$ cat config.mk
export PLATFORM = sky130hd
export DESIGN_NAME = irq_router_top
export DESIGN_NICKNAME = d
export VERILOG_FILES = /design/src/rtl/irq_router_pkg.sv /design/src/rtl/irq_cfg_regs.sv /design/src/rtl/irq_src_capture.sv /design/src/rtl/irq_prio_pick.sv /design/src/rtl/irq_router_top.sv
export SDC_FILE = /design/constraint.sdc
export NUM_CORES = 1
export LEC_CHECK = 0
export ABC_AREA = 1
export CAP_MARGIN = 20
export CORE_MARGIN = 1
export CORE_UTILIZATION = 55
export CTS_BUF_LIST = sky130_fd_sc_hd__clkbuf_8 sky130_fd_sc_hd__clkbuf_16
export DETAILED_ROUTE_END_ITERATION = 7
export PLACE_DENSITY = 0.88
export SETUP_SLACK_MARGIN = 0.05
export SYNTH_ARGS = -nofsm -noshare
export SYNTH_HDL_FRONTEND = slang
export SYNTH_SLANG_ARGS = --single-unit
export TNS_END_PERCENT = 5
$ cat constraint.sdc
create_clock -name clk -period 5.9 [get_ports clk]
set_input_delay 1.475 -clock clk [delete_from_list [all_inputs] [get_ports clk]]
set_output_delay 1.475 -clock clk [all_outputs]
set_load 0.01 [all_outputs]
$ cat src/rtl/irq_router_pkg.sv
// Package: shared constants, register selector type and address decoder
// for the interrupt router. Assumes a 10-bit register address space in
// which only eight addresses are mapped; all others decode to SEL_NONE.
package irq_router_pkg;

    localparam int REG_ADDR_W = 10;

    localparam logic [REG_ADDR_W-1:0] ADR_STAT = 10'h0C0;
    localparam logic [REG_ADDR_W-1:0] ADR_EN   = 10'h0C2;
    localparam logic [REG_ADDR_W-1:0] ADR_CRIT = 10'h0C3;
    localparam logic [REG_ADDR_W-1:0] ADR_POL  = 10'h0C4;
    localparam logic [REG_ADDR_W-1:0] ADR_TRIG = 10'h0C5;
    localparam logic [REG_ADDR_W-1:0] ADR_MSK  = 10'h0C6;
    localparam logic [REG_ADDR_W-1:0] ADR_VEC  = 10'h0C7;
    localparam logic [REG_ADDR_W-1:0] ADR_VCFG = 10'h0C8;

    typedef enum logic [3:0] {
        SEL_NONE,
        SEL_STAT,
        SEL_EN,
        SEL_CRIT,
        SEL_POL,
        SEL_TRIG,
        SEL_MSK,
        SEL_VEC,
        SEL_VCFG
    } reg_sel_e;

    // Map a bus address onto the register it names.
    function automatic reg_sel_e decode_addr(input logic [REG_ADDR_W-1:0] a);
        reg_sel_e s;
        case (a)
            ADR_STAT: s = SEL_STAT;
            ADR_EN:   s = SEL_EN;
            ADR_CRIT: s = SEL_CRIT;
            ADR_POL:  s = SEL_POL;
            ADR_TRIG: s = SEL_TRIG;
            ADR_MSK:  s = SEL_MSK;
            ADR_VEC:  s = SEL_VEC;
            ADR_VCFG: s = SEL_VCFG;
            default:  s = SEL_NONE;
        endcase
        return s;
    endfunction

endpackage

$ cat src/rtl/irq_cfg_regs.sv
// Module: irq_cfg_regs
// Holds the software-written configuration of the router: enable,
// critical select, polarity, trigger mode and the vector base.
// Assumes the selector is already decoded and that wr_i is a one-cycle
// strobe. Read-only and unmapped selectors leave every field untouched.
module irq_cfg_regs
    import irq_router_pkg::*;
#(
    parameter int                 N_SRC   = 32,
    parameter int                 DATA_W  = 32,
    parameter logic [N_SRC-1:0]   POL_RST = '1
) (
    input  logic                clk,
    input  logic                rst_n,
    input  logic                wr_i,
    input  reg_sel_e            sel_i,
    input  logic [DATA_W-1:0]   wdata_i,
    output logic [N_SRC-1:0]    en_o,
    output logic [N_SRC-1:0]    crit_o,
    output logic [N_SRC-1:0]    pol_o,
    output logic [N_SRC-1:0]    trig_o,
    output logic [DATA_W-1:0]   vcfg_o
);

    logic [N_SRC-1:0] wfield;

    // Purpose: the per-source slice of the write data.
    always_comb begin
        wfield = wdata_i[N_SRC-1:0];
    end

    // Purpose: load the addressed configuration field on a write.
    always_ff @(posedge clk) begin
        if (!rst_n) begin
            en_o   <= '0;
            crit_o <= '0;
            pol_o  <= POL_RST;
            trig_o <= '0;
            vcfg_o <= '0;
        end else if (wr_i) begin
            case (sel_i)
                SEL_EN:   en_o   <= wfield;
                SEL_CRIT: crit_o <= wfield;
                SEL_POL:  pol_o  <= wfield;
                SEL_TRIG: trig_o <= wfield;
                SEL_VCFG: vcfg_o <= wdata_i;
                default:  ;
            endcase
        end
    end

endmodule

$ cat src/rtl/irq_src_capture.sv
// Module: irq_src_capture
// Per-source detection and sticky status. Each source compares its input
// with its polarity bit. In level mode a match sets the status bit; in
// edge mode only a change into the matching value sets it. A clear
// request wins over a set in the same cycle. Assumes src_i is already
// synchronous to clk; the previous-sample register resets to 0.
module irq_src_capture #(
    parameter int N_SRC = 32
) (
    input  logic              clk,
    input  logic              rst_n,
    input  logic [N_SRC-1:0]  src_i,
    input  logic [N_SRC-1:0]  pol_i,
    input  logic [N_SRC-1:0]  trig_i,
    input  logic [N_SRC-1:0]  clr_i,
    output logic [N_SRC-1:0]  stat_o
);

    logic [N_SRC-1:0] src_q;

    // Purpose: keep last cycle's input sample for transition detection.
    always_ff @(posedge clk) begin
        if (!rst_n) begin
            src_q <= '0;
        end else begin
            src_q <= src_i;
        end
    end

    for (genvar g = 0; g < N_SRC; g++) begin : g_src
        logic active;
        logic moved;
        logic set_hit;
        logic stat_q;

        // Purpose: decide whether this source requests a set this cycle.
        always_comb begin
            active  = (src_i[g] == pol_i[g]);
            moved   = (src_q[g] != src_i[g]);
            set_hit = trig_i[g] ? (active && moved) : active;
        end

        // Purpose: sticky status bit with write-one-to-clear priority.
        always_ff @(posedge clk) begin
            if (!rst_n) begin
                stat_q <= 1'b0;
            end else if (clr_i[g]) begin
                stat_q <= 1'b0;
            end else if (set_hit) begin
                stat_q <= 1'b1;
            end
        end

        assign stat_o[g] = stat_q;
    end

endmodule

$ cat src/rtl/irq_prio_pick.sv
// Module: irq_prio_pick
// Fixed-priority picker: returns the index of the lowest-numbered set
// request bit, and a flag that any bit is set. Purely combinational.
module irq_prio_pick #(
    parameter int N_SRC = 32,
    parameter int IDX_W = (N_SRC > 1) ? $clog2(N_SRC) : 1
) (
    input  logic [N_SRC-1:0]  req_i,
    output logic [IDX_W-1:0]  idx_o,
    output logic              any_o
);

    // Purpose: scan from the top so that the lowest index is kept last.
    always_comb begin
        idx_o = '0;
        any_o = 1'b0;
        for (int i = N_SRC - 1; i >= 0; i--) begin
            if (req_i[i]) begin
                idx_o = IDX_W'(i);
                any_o = 1'b1;
            end
        end
    end

endmodule

$ cat src/rtl/irq_router_top.sv
// Module: irq_router_top
// Interrupt router: captures N_SRC source lines into sticky status bits,
// masks them with the enable register and routes them to a critical or a
// non-critical request output. It also forms a handler vector for the
// lowest-numbered pending critical source. It is accessed through a simple
// register bus whose read data is registered. Assumes N_SRC <= DATA_W and
// one-cycle read/write strobes that do not overlap.
module irq_router_top
    import irq_router_pkg::*;
#(
    parameter int N_SRC          = 32,
    parameter int DATA_W         = 32,
    parameter int VEC_STRIDE_LOG2 = 9
) (
    input  logic                    clk,
    input  logic                    rst_n,
    input  logic [N_SRC-1:0]        src_i,
    input  logic [REG_ADDR_W-1:0]   reg_addr,
    input  logic [DATA_W-1:0]       reg_wdata,
    input  logic                    reg_wr,
    input  logic                    reg_rd,
    output logic [DATA_W-1:0]       reg_rdata,
    output logic                    crit_irq_o,
    output logic                    ncrit_irq_o
);

    localparam int IDX_W = (N_SRC > 1) ? $clog2(N_SRC) : 1;

    reg_sel_e            sel;
    logic [N_SRC-1:0]    en_q, crit_q, pol_q, trig_q;
    logic [DATA_W-1:0]   vcfg_q;
    logic [N_SRC-1:0]    stat_q;
    logic [N_SRC-1:0]    stat_clr;
    logic [N_SRC-1:0]    masked;
    logic [N_SRC-1:0]    crit_req;
    logic [N_SRC-1:0]    ncrit_req;
    logic [IDX_W-1:0]    win_idx;
    logic                win_any;
    logic [DATA_W-1:0]   vec_val;
    logic [DATA_W-1:0]   rd_mux;

    // Purpose: decode the bus address and form the status clear mask.
    always_comb begin
        sel      = decode_addr(reg_addr);
        stat_clr = (reg_wr && sel == SEL_STAT) ? reg_wdata[N_SRC-1:0] : '0;
    end

    irq_cfg_regs #(
        .N_SRC   (N_SRC),
        .DATA_W  (DATA_W),
        .POL_RST ({N_SRC{1'b1}})
    ) u_cfg (
        .clk     (clk),
        .rst_n   (rst_n),
        .wr_i    (reg_wr),
        .sel_i   (sel),
        .wdata_i (reg_wdata),
        .en_o    (en_q),
        .crit_o  (crit_q),
        .pol_o   (pol_q),
        .trig_o  (trig_q),
        .vcfg_o  (vcfg_q)
    );

    irq_src_capture #(
        .N_SRC (N_SRC)
    ) u_cap (
        .clk    (clk),
        .rst_n  (rst_n),
        .src_i  (src_i),
        .pol_i  (pol_q),
        .trig_i (trig_q),
        .clr_i  (stat_clr),
        .stat_o (stat_q)
    );

    // Purpose: mask status and split it between the two request classes.
    always_comb begin
        masked    = stat_q & en_q;
        crit_req  = masked & crit_q;
        ncrit_req = masked & ~crit_q;
    end

    irq_prio_pick #(
        .N_SRC (N_SRC),
        .IDX_W (IDX_W)
    ) u_pick (
        .req_i (crit_req),
        .idx_o (win_idx),
        .any_o (win_any)
    );

    // Purpose: vector = base + stride * winning index, zero when idle.
    always_comb begin
        if (win_any) begin
            vec_val = vcfg_q + (DATA_W'(win_idx) << VEC_STRIDE_LOG2);
        end else begin
            vec_val = '0;
        end
    end

    // Purpose: select the read value for the addressed register.
    always_comb begin
        case (sel)
            SEL_STAT: rd_mux = DATA_W'(stat_q);
            SEL_EN:   rd_mux = DATA_W'(en_q);
            SEL_CRIT: rd_mux = DATA_W'(crit_q);
            SEL_POL:  rd_mux = DATA_W'(pol_q);
            SEL_TRIG: rd_mux = DATA_W'(trig_q);
            SEL_MSK:  rd_mux = DATA_W'(masked);
            SEL_VEC:  rd_mux = vec_val;
            SEL_VCFG: rd_mux = vcfg_q;
            default:  rd_mux = '0;
        endcase
    end

    // Purpose: register read data one cycle after the strobe, else zero.
    always_ff @(posedge clk) begin
        if (!rst_n) begin
            reg_rdata <= '0;
        end else if (reg_rd) begin
            reg_rdata <= rd_mux;
        end else begin
            reg_rdata <= '0;
        end
    end

    // Purpose: drive the two processor request lines.
    always_comb begin
        crit_irq_o  = |crit_req;
        ncrit_irq_o = |ncrit_req;
    end

endmodule

==> metrics.csv, run 1 <==
stage;metric;value;unit
routing;drc;0;
outcome;run_status;finished, final reports clean;
pwr;totalPowerFinal;3.771;mW
synth;synthesis.area;11850;sq um
clocking;post_cts_hold_buffer_count;0;
sta;totalNegativeSetupSlack;0;ps
global_routing;track_usage;0.3335;
setup_path;cp-start-kind;flop;
sta;final_hold_viol_count;0;
synth;ys_seq_elements;256;
setup_path;crit_path_max_fanout;4;
clocking;clk_transition_reported_paths;70;ps
sta;fin_skew;15.37;ps
synth;synth.net_count;1682;
synth;post_synth_inst_count;1598;
clocking;cts_tree;built;
sta;layout_worst_path_cycle_share;0.8866;
clocking;cts_root_buffer;sky130_fd_sc_hd__clkbuf_16;
sta;report.final.slew_viol_count;0;
routing;drt-total-wl;37090;um
placement;port_buffers;111;
global_routing;number_of_antenna_violations_at_the_first_check_in_global_routing;0;
worst_hold_path;hp-start;u_cfg.vcfg_o[7];
global_routing;number_of_global_route_vias_before_repair;11370;
clocking;clock_latency;530;ps
floorplanning;floorplan.die.height;148.8;um
sta;whs;458.6;ps
global_routing;grt_overflow_total;0;
routing;vias;12180;
placement;routabilityCongestion;0.9721;
setup_path;critPathArrivalTime;5650;ps
routing;routed_wire_length_per_instance;18.76;um
routing;route.detailed.vias_per_inst;6.161;
setup_path;crit_top_cell;sky130_fd_sc_hd__nand2_1;
global_routing;grt_start_max_net_pins;141;
clocking;clock-sinks;256;
worst_hold_path;class_of_the_tightest_hold_or_removal_check;reg -> reg;
sta;max_freq;191.2;MHz
setup_path;worst-setup-path-type;reg -> reg;
setup_path;worst_r2r_startpoint;u_cfg.en_o[29];
global_routing;grt_pass1_wl;58490;um
routing;drtAntennaViolNets;0;
synth;synth.yosys.seq_area_share;0.4325;
floorplanning;io_pins;112;
synth;ys.warnings.count;0;
flow_run;timing.max_cap.violations;0;
setup_path;timing.critical_path.from;u_cfg.en_o[29];
routing;drtPass1Iterations;6;
synth;ys_types;50;
cells_and_area;final_net_count;1768;
synth;yosys.area.top_type_share;0.4325;
setup_path;ff_to_ff_setup_slack;670;ps
setup_path;critical_path.endpoint_type;flop;
sta;rsz_0062_raised_after_global_routing;no;
sta;period_minus_slack;5231;ps
floorplanning;die_area;22140;sq um
floorplanning;initial_utilization;0.5619;
pwr;power_per_cell_area;265.9;nW/um^2
sta;worst-slew-pin-transition;860.3;ps
pwr;vdd_drop_max;194.2;uV
cells_and_area;flow.area_growth_from_synthesis;19.68;%
clocking;cts_inserted_buffers;27;
cells_and_area;post_route_cells_drive_above_1_share;0.06874;
setup_path;worstPathRequired;6320;ps
pwr;leakage;6.127;nW
clocking;cts.htree.levels;1;
floorplanning;core-area;21090;sq um
floorplanning;die-width;148.8;um
synth;most_area_hungry_cell_type_in_the_yosys_netlist;sky130_fd_sc_hd__dfxtp_1;
synth;avgSynthCellArea;7.416;sq um
sta;worst_slew_margin;0.4258;
floorplanning;placementRows;53;
cells_and_area;antenna-diode-count;0;
placement;detailed_place_hpwl;24760;um
routing;first_iter_violations;1341;
clocking;cts-root-to-sink-buffers;3;
setup_path;timing.critical_path.slowest_stage_cell;sky130_fd_sc_hd__fa_1;
sta;timing.final.setup_violations;0;
synth;synth_top_cells_by_area;sky130_fd_sc_hd__dfxtp_1 (43%), sky130_fd_sc_hd__nand2_1 (8.4%), sky130_fd_sc_hd__inv_1 (7.4%);
setup_path;slowest_delay;440;ps
## synth_stat cells (all sizes together)
master,number
a22o,1
o21ai,167
nand3,85
nand4,13
ha,5
o311ai,20
nor4,9
fa,1
buf,11
or2,2
nor3,14
inv,247
clkinv,3
o211ai,57
a2111oi,2
o41ai,4
a22oi,22
a211oi,4
xnor2,1
o31ai,15
o2111ai,8
dfxtp,256
a31oi,7
o221ai,15
o22ai,25
a41oi,4
a221oi,22
nor2,87
xor2,2
a21oi,150
nand2,266
nand3b,2
o21bai,2
clkbuf,66
a32o,3
## sequential cells by signal, indices dropped and copies added, names as in the netlist
name,flops
u_cap.g_src.stat_q,32
u_cfg.en_o,32
u_cap.src_q,32
u_cfg.trig_o,32
reg_rdata,32
u_cfg.crit_o,32
u_cfg.vcfg_o,32
u_cfg.pol_o,32
## cell type report
class,count,area (sq um)
fillers,1738,6905
multi-input cells,1015,5518
inverters,250,938.4
clock inverters,11,160.2
clock buffers,36,799.5
repair buffers,134,1297
well taps,275,344.1
flip-flops and latches,256,5125
## critical path, delay by kind of cell (launching register included)
family	cells	cell delay [ps]
and+or+nand+nor	44	3350
adders and majority gates	2	660
AOI/OAI and AO/OA	3	460
DFF	1	360
buffers and inverters	4	270
## cell usage in the layout, fill, tap and decap left out, types with 15 or more instances in the layout
| cell type | count |
|---|---|
| sky130_fd_sc_hd__nand2_1 | 263 |
| sky130_fd_sc_hd__dfxtp_1 | 256 |
| sky130_fd_sc_hd__inv_1 | 238 |
| sky130_fd_sc_hd__a21oi_1 | 149 |
| sky130_fd_sc_hd__o21ai_0 | 148 |
| sky130_fd_sc_hd__clkdlybuf4s50_1 | 110 |
| sky130_fd_sc_hd__nand3_1 | 80 |
| sky130_fd_sc_hd__nor2_1 | 75 |
| sky130_fd_sc_hd__o211ai_1 | 57 |
| sky130_fd_sc_hd__clkbuf_16 | 27 |
| sky130_fd_sc_hd__o22ai_1 | 25 |
| sky130_fd_sc_hd__a22oi_1 | 22 |
| sky130_fd_sc_hd__a221oi_1 | 22 |
| sky130_fd_sc_hd__buf_4 | 22 |
| sky130_fd_sc_hd__o311ai_0 | 19 |
| sky130_fd_sc_hd__o21ai_1 | 18 |
| sky130_fd_sc_hd__o31ai_1 | 15 |
| sky130_fd_sc_hd__o221ai_1 | 15 |
## metal layers
metal	vias up	part of all wire	global-route usage
met4	0	0.047	0.1663
met3	147	0.11	0.05138
met2	808	0.46	0.5369
met5	-	0	0
met1	5551	0.39	0.4358
li1	5675	-	-
## path summary, 6_finish.rpt
check	endpoint	cells past startpoint
setup / recovery	reg_rdata[29]	53
hold / removal	u_cfg.vcfg_o[7]	2
setup reg to reg	reg_rdata[29]	53
hold reg to reg	u_cfg.vcfg_o[7]	2
## where the power goes
| part | internal (mW) | switching [mW] | total (mW) |
|---|---|---|---|
| combinational | 0.0806 | 0.105 | 0.185 |
| clock | 1.12 | 0.689 | 1.81 |
| sequential | 1.76 | 0.0220 | 1.78 |
## per-stage QoR
stage | cells | utilization | area, sq um | setup slack, ps
detailed placement | 1928 | 0.6258 | 13200 | 938.7
CTS | 1975 | 0.6713 | 14160 | 814.6
floorplan | 1598 | - | 11850 | 1623
global placement | 1928 | 0.6258 | 13200 | 1076
global route | 1977 | 0.6725 | 14180 | 78.38
finish | 1977 | 0.6725 | 14180 | 668.8
## kinds of logic after synthesis
family / after synthesis / share of synthesized area
AOI/OAI and AO/OA: 528 / 0.2738
DFF: 256 / 0.4325
xor gates and xnor gates: 3 / 0.002218
buffers and inverters: 327 / 0.1047
adders and majority gates: 6 / 0.006969
and+or+nand+nor: 478 / 0.1798
## timing repair
action | in CTS | in global routing
resized for setup | 0 | 4
endpoints found under the hold margin | 0 | 0
endpoints found under the setup margin | 0 | 2
setup buffers | 0 | 2
Power figures use the tool's default switching activity.
==> run 2: changes to the inputs <==
- CTS_CLUSTER_SIZE: not set -> 24
==> results of run 2 <==
No change in the layout: final DEF, timing and power equal those of run 1.
==> run 3: changes to the inputs <==
- CORE_UTILIZATION: 55 -> 52
- PLACE_DENSITY: 0.88 -> 0.87
- clock period: 5.9 -> 4.7 ns (I/O delays scaled with it)
==> run 3 against run 2 <==
  * The flow now finishes with violations (setup timing)
  * Power increased by 20%
  * Clock-buffer cell count unchanged
  * Maximum frequency increased by 8.4%
  * Worst hold slack got worse by 3.6 ps
  * Clock skew increased by 13 ps
  * Largest power group is now sequential cells
  * Sequential share of layout area decreased by 0.15 points
  * Highest routed layer unchanged
  * Combinational power increased by 25%
  * Sequential cell count unchanged
  * Core utilization decreased by 2.7 points
==> metrics.csv, run 3 (synthesized netlist as in run 1, its figures left out) <==
stage;metric;value;unit;change
outcome;run_status;finished with violations;;
outcome;violations;setup timing;;
cells_and_area;final_net_count;1784;;+0.90%
routing;first_iter_violations;1543;;+15%
clocking;clock-sinks;256;;unchanged
floorplanning;floorplan.die.height;153.0;um;+2.8%
floorplanning;io_pins;112;;unchanged
cells_and_area;layout_commonest_cell;sky130_fd_sc_hd__nand2_1;;
global_routing;grt_overflow_total;0;;unchanged
setup_path;timing.critical_path.slowest_stage_cell;sky130_fd_sc_hd__fa_2;;
sta;timing.final.setup_violations;2;;+2
clocking;cts.repair_timing.setup_buffer_count;0;;unchanged
placement;routabilityCongestion;1.003;;+3.1%
worst_hold_path;worstHoldPathCells;2;;unchanged
clocking;cts_tree;built;;
routing;drc;0;;unchanged
clocking;cts_root_buffer;sky130_fd_sc_hd__clkbuf_16;;
routing;routed_wire_length_per_instance;18.24;um;-2.8%
floorplanning;core-area;22090;sq um;+4.8%
floorplanning;die_area;23400;sq um;+5.7%
routing;drt-total-wl;36450;um;-1.7%
floorplanning;die-width;153.0;um;+2.8%
sta;max_freq;207.2;MHz;+8.4%
pwr;power_per_cell_area;317.5;nW/um^2;+19%
clocking;clock_latency;550;ps;+20 ps
pwr;vdd_drop_max;349.9;uV;+80%
sta;worst_slew_margin;0.5006;;+0.07477
global_routing;grt_start_max_net_pins;86;;-39%
setup_path;crit_path_max_fanout;3;;-1
clocking;post_cts_hold_buffer_count;0;;unchanged
global_routing;track_usage;0.3090;;-0.02453
setup_path;worstPathRequired;5150;ps;-1170 ps
placement;detailed_place_hpwl;25090;um;+1.3%
clocking;cts.htree.levels;1;;unchanged
cells_and_area;most_used_cells_in_the_layout_excluding_fill_and_tap_cells;sky130_fd_sc_hd__nand2_1 (260), sky130_fd_sc_hd__dfxtp_1 (252), sky130_fd_sc_hd__inv_1 (240), sky130_fd_sc_hd__o21ai_0 (148), sky130_fd_sc_hd__a21oi_1 (147);;
setup_path;ff_to_ff_setup_slack;-130;ps;-790 ps
cells_and_area;final.fill_count;1849;;+6.4%
worst_hold_path;worstHoldEndpoint;u_cfg.vcfg_o[3];;
pwr;leakage;6.179;nW;+0.86%
clocking;clk_transition_reported_paths;60;ps;about the same
global_routing;number_of_global_route_vias_before_repair;11380;;+0.088%
setup_path;worst-setup-path-type;reg -> reg;;
placement;post-place-ws;-240.2;ps;-1179 ps
routing;drtAntennaViolNets;0;;unchanged
global_routing;grt_pass1_wl;58250;um;-0.41%
routing;drtPass1Iterations;6;;unchanged
clocking;cts-root-to-sink-buffers;3;;unchanged
routing;vias;12060;;-1.0%
sta;layout_worst_path_cycle_share;1.027;;+0.1401
floorplanning;placementRows;54;;+1.9%
sta;worst-slew-pin-transition;748.3;ps;-112.0 ps
setup_path;cell_depth_of_the_worst_flop_to_flop_path;52;;-1.9%
cells_and_area;flow.area_growth_from_synthesis;20.30;%;
setup_path;worst_r2r_startpoint;u_cfg.en_o[29];;
setup_path;critical_path.endpoint_type;flop;;
setup_path;cp-start-kind;flop;;
pwr;totalPowerFinal;4.526;mW;+20%
setup_path;crit_top_cell;sky130_fd_sc_hd__nand2_1;;
sta;whs;455.0;ps;-3.597 ps
setup_path;critPathArrivalTime;5280;ps;-370 ps
routing;route.detailed.vias_per_inst;6.033;;-2.1%
clocking;cts_inserted_buffers;27;;unchanged
flow_run;timing.max_cap.violations;0;;unchanged
setup_path;regToRegEndpoint;reg_rdata[31];;
sta;period_minus_slack;4826;ps;-405.5 ps
cells_and_area;post_route_cells_drive_above_1_share;0.08435;;+0.01561
setup_path;slowest_delay;360;ps;-80 ps
sta;report.final.slew_viol_count;0;;unchanged
global_routing;number_of_antenna_violations_at_the_first_check_in_global_routing;0;;unchanged
floorplanning;initial_utilization;0.5364;;-0.02559
worst_hold_path;hp-start;u_cfg.vcfg_o[3];;
sta;fin_skew;28.02;ps;+12.65 ps
sta;setup_slack;-125.7;ps;-794.5 ps
sta;final_hold_viol_count;0;;unchanged
cells_and_area;antenna-diode-count;0;;unchanged
placement;port_buffers;111;;unchanged
sta;rsz_0062_raised_after_global_routing;yes;;
worst_hold_path;class_of_the_tightest_hold_or_removal_check;reg -> reg;;
==> run 3: cell count changes in the layout (fill, tap and decap cells not counted), sizes merged <==
cell	previous run	this run
buf	24	40
bufinv	4	0
clkinv	5	6
clkinvlp	2	1
inv	250	255
==> run 3: worst max-delay path by stage <==
stage	slack [ps]	endpoint	startpoint
after floorplan	420	reg_rdata[31]	u_cfg.en_o[31]
after global placement	10	reg_rdata[31]	u_cfg.en_o[29]
after detailed placement	-240	reg_rdata[31]	u_cfg.en_o[29]
after CTS	-110	reg_rdata[31]	u_cfg.en_o[31]
after global routing	-560	reg_rdata[31]	u_cfg.en_o[29]
final	-130	reg_rdata[31]	u_cfg.en_o[29]
==> run 3: metrics by stage <==
stage	TNS, ps	cell area (sq um)	utilization	cells
after floorplan	0	11850	-	1598
after global placement	0	13340	0.6037	1951
after detailed placement	-399.2	13340	0.6037	1951
after CTS	-118.6	14230	0.6440	1999
after global routing	-2498	14260	0.6453	1999
final	-199.9	14260	0.6453	1999
==> run 3: timing repair <==
action / CTS / global route
gates resized for setup: 12 / 9
endpoints found under the setup margin: 2 / 10
pin swaps: 2 / 1
==> run 3: routing by layer <==
| layer | wire, um | part of all wire | track usage | vias to the layer above |
|---|---|---|---|---|
| met5 | 0 | 0 | 0 | - |
| met4 | 1992 | 0.055 | 0.1582 | 0 |
| met3 | 3781 | 0.10 | 0.06379 | 147 |
| met2 | 16070 | 0.44 | 0.4952 | 711 |
| met1 | 14610 | 0.40 | 0.3940 | 5487 |
| li1 | - | - | - | 5714 |
==> run 3: critical path: cells and delay by family, from the launching register on <==
kind                     cells  cell delay (ps)
AND/OR/NAND/NOR             42             2930
AO/OA/AOI/OAI                5              690
adder cells (fa/ha/maj)      2              560
flip-flops                   1              340
buffers and inverters        3              180
==> run 3: area by class of cell <==
type | instances | area (sq um) | share of cell area
multi-input cells | 1015 | 5558 | 0.3899
well taps | 280 | 350.3 | 0.02457
repair buffers | 150 | 1418 | 0.09944
inverters | 250 | 938.4 | 0.06582
flip-flops and latches | 256 | 5130 | 0.3598
clock buffers | 36 | 799.5 | 0.05608
clock inverters | 12 | 62.56 | 0.004388
==> run 3: power by group <==
| group | internal (mW) | total, mW | switching (mW) | leakage (nW) |
|---|---|---|---|---|
| registers | 2.21 | 2.23 | 0.0265 | 2.08 |
| logic | 0.101 | 0.231 | 0.130 | 3.64 |
| clock network | 1.18 | 2.06 | 0.878 | 0.450 |
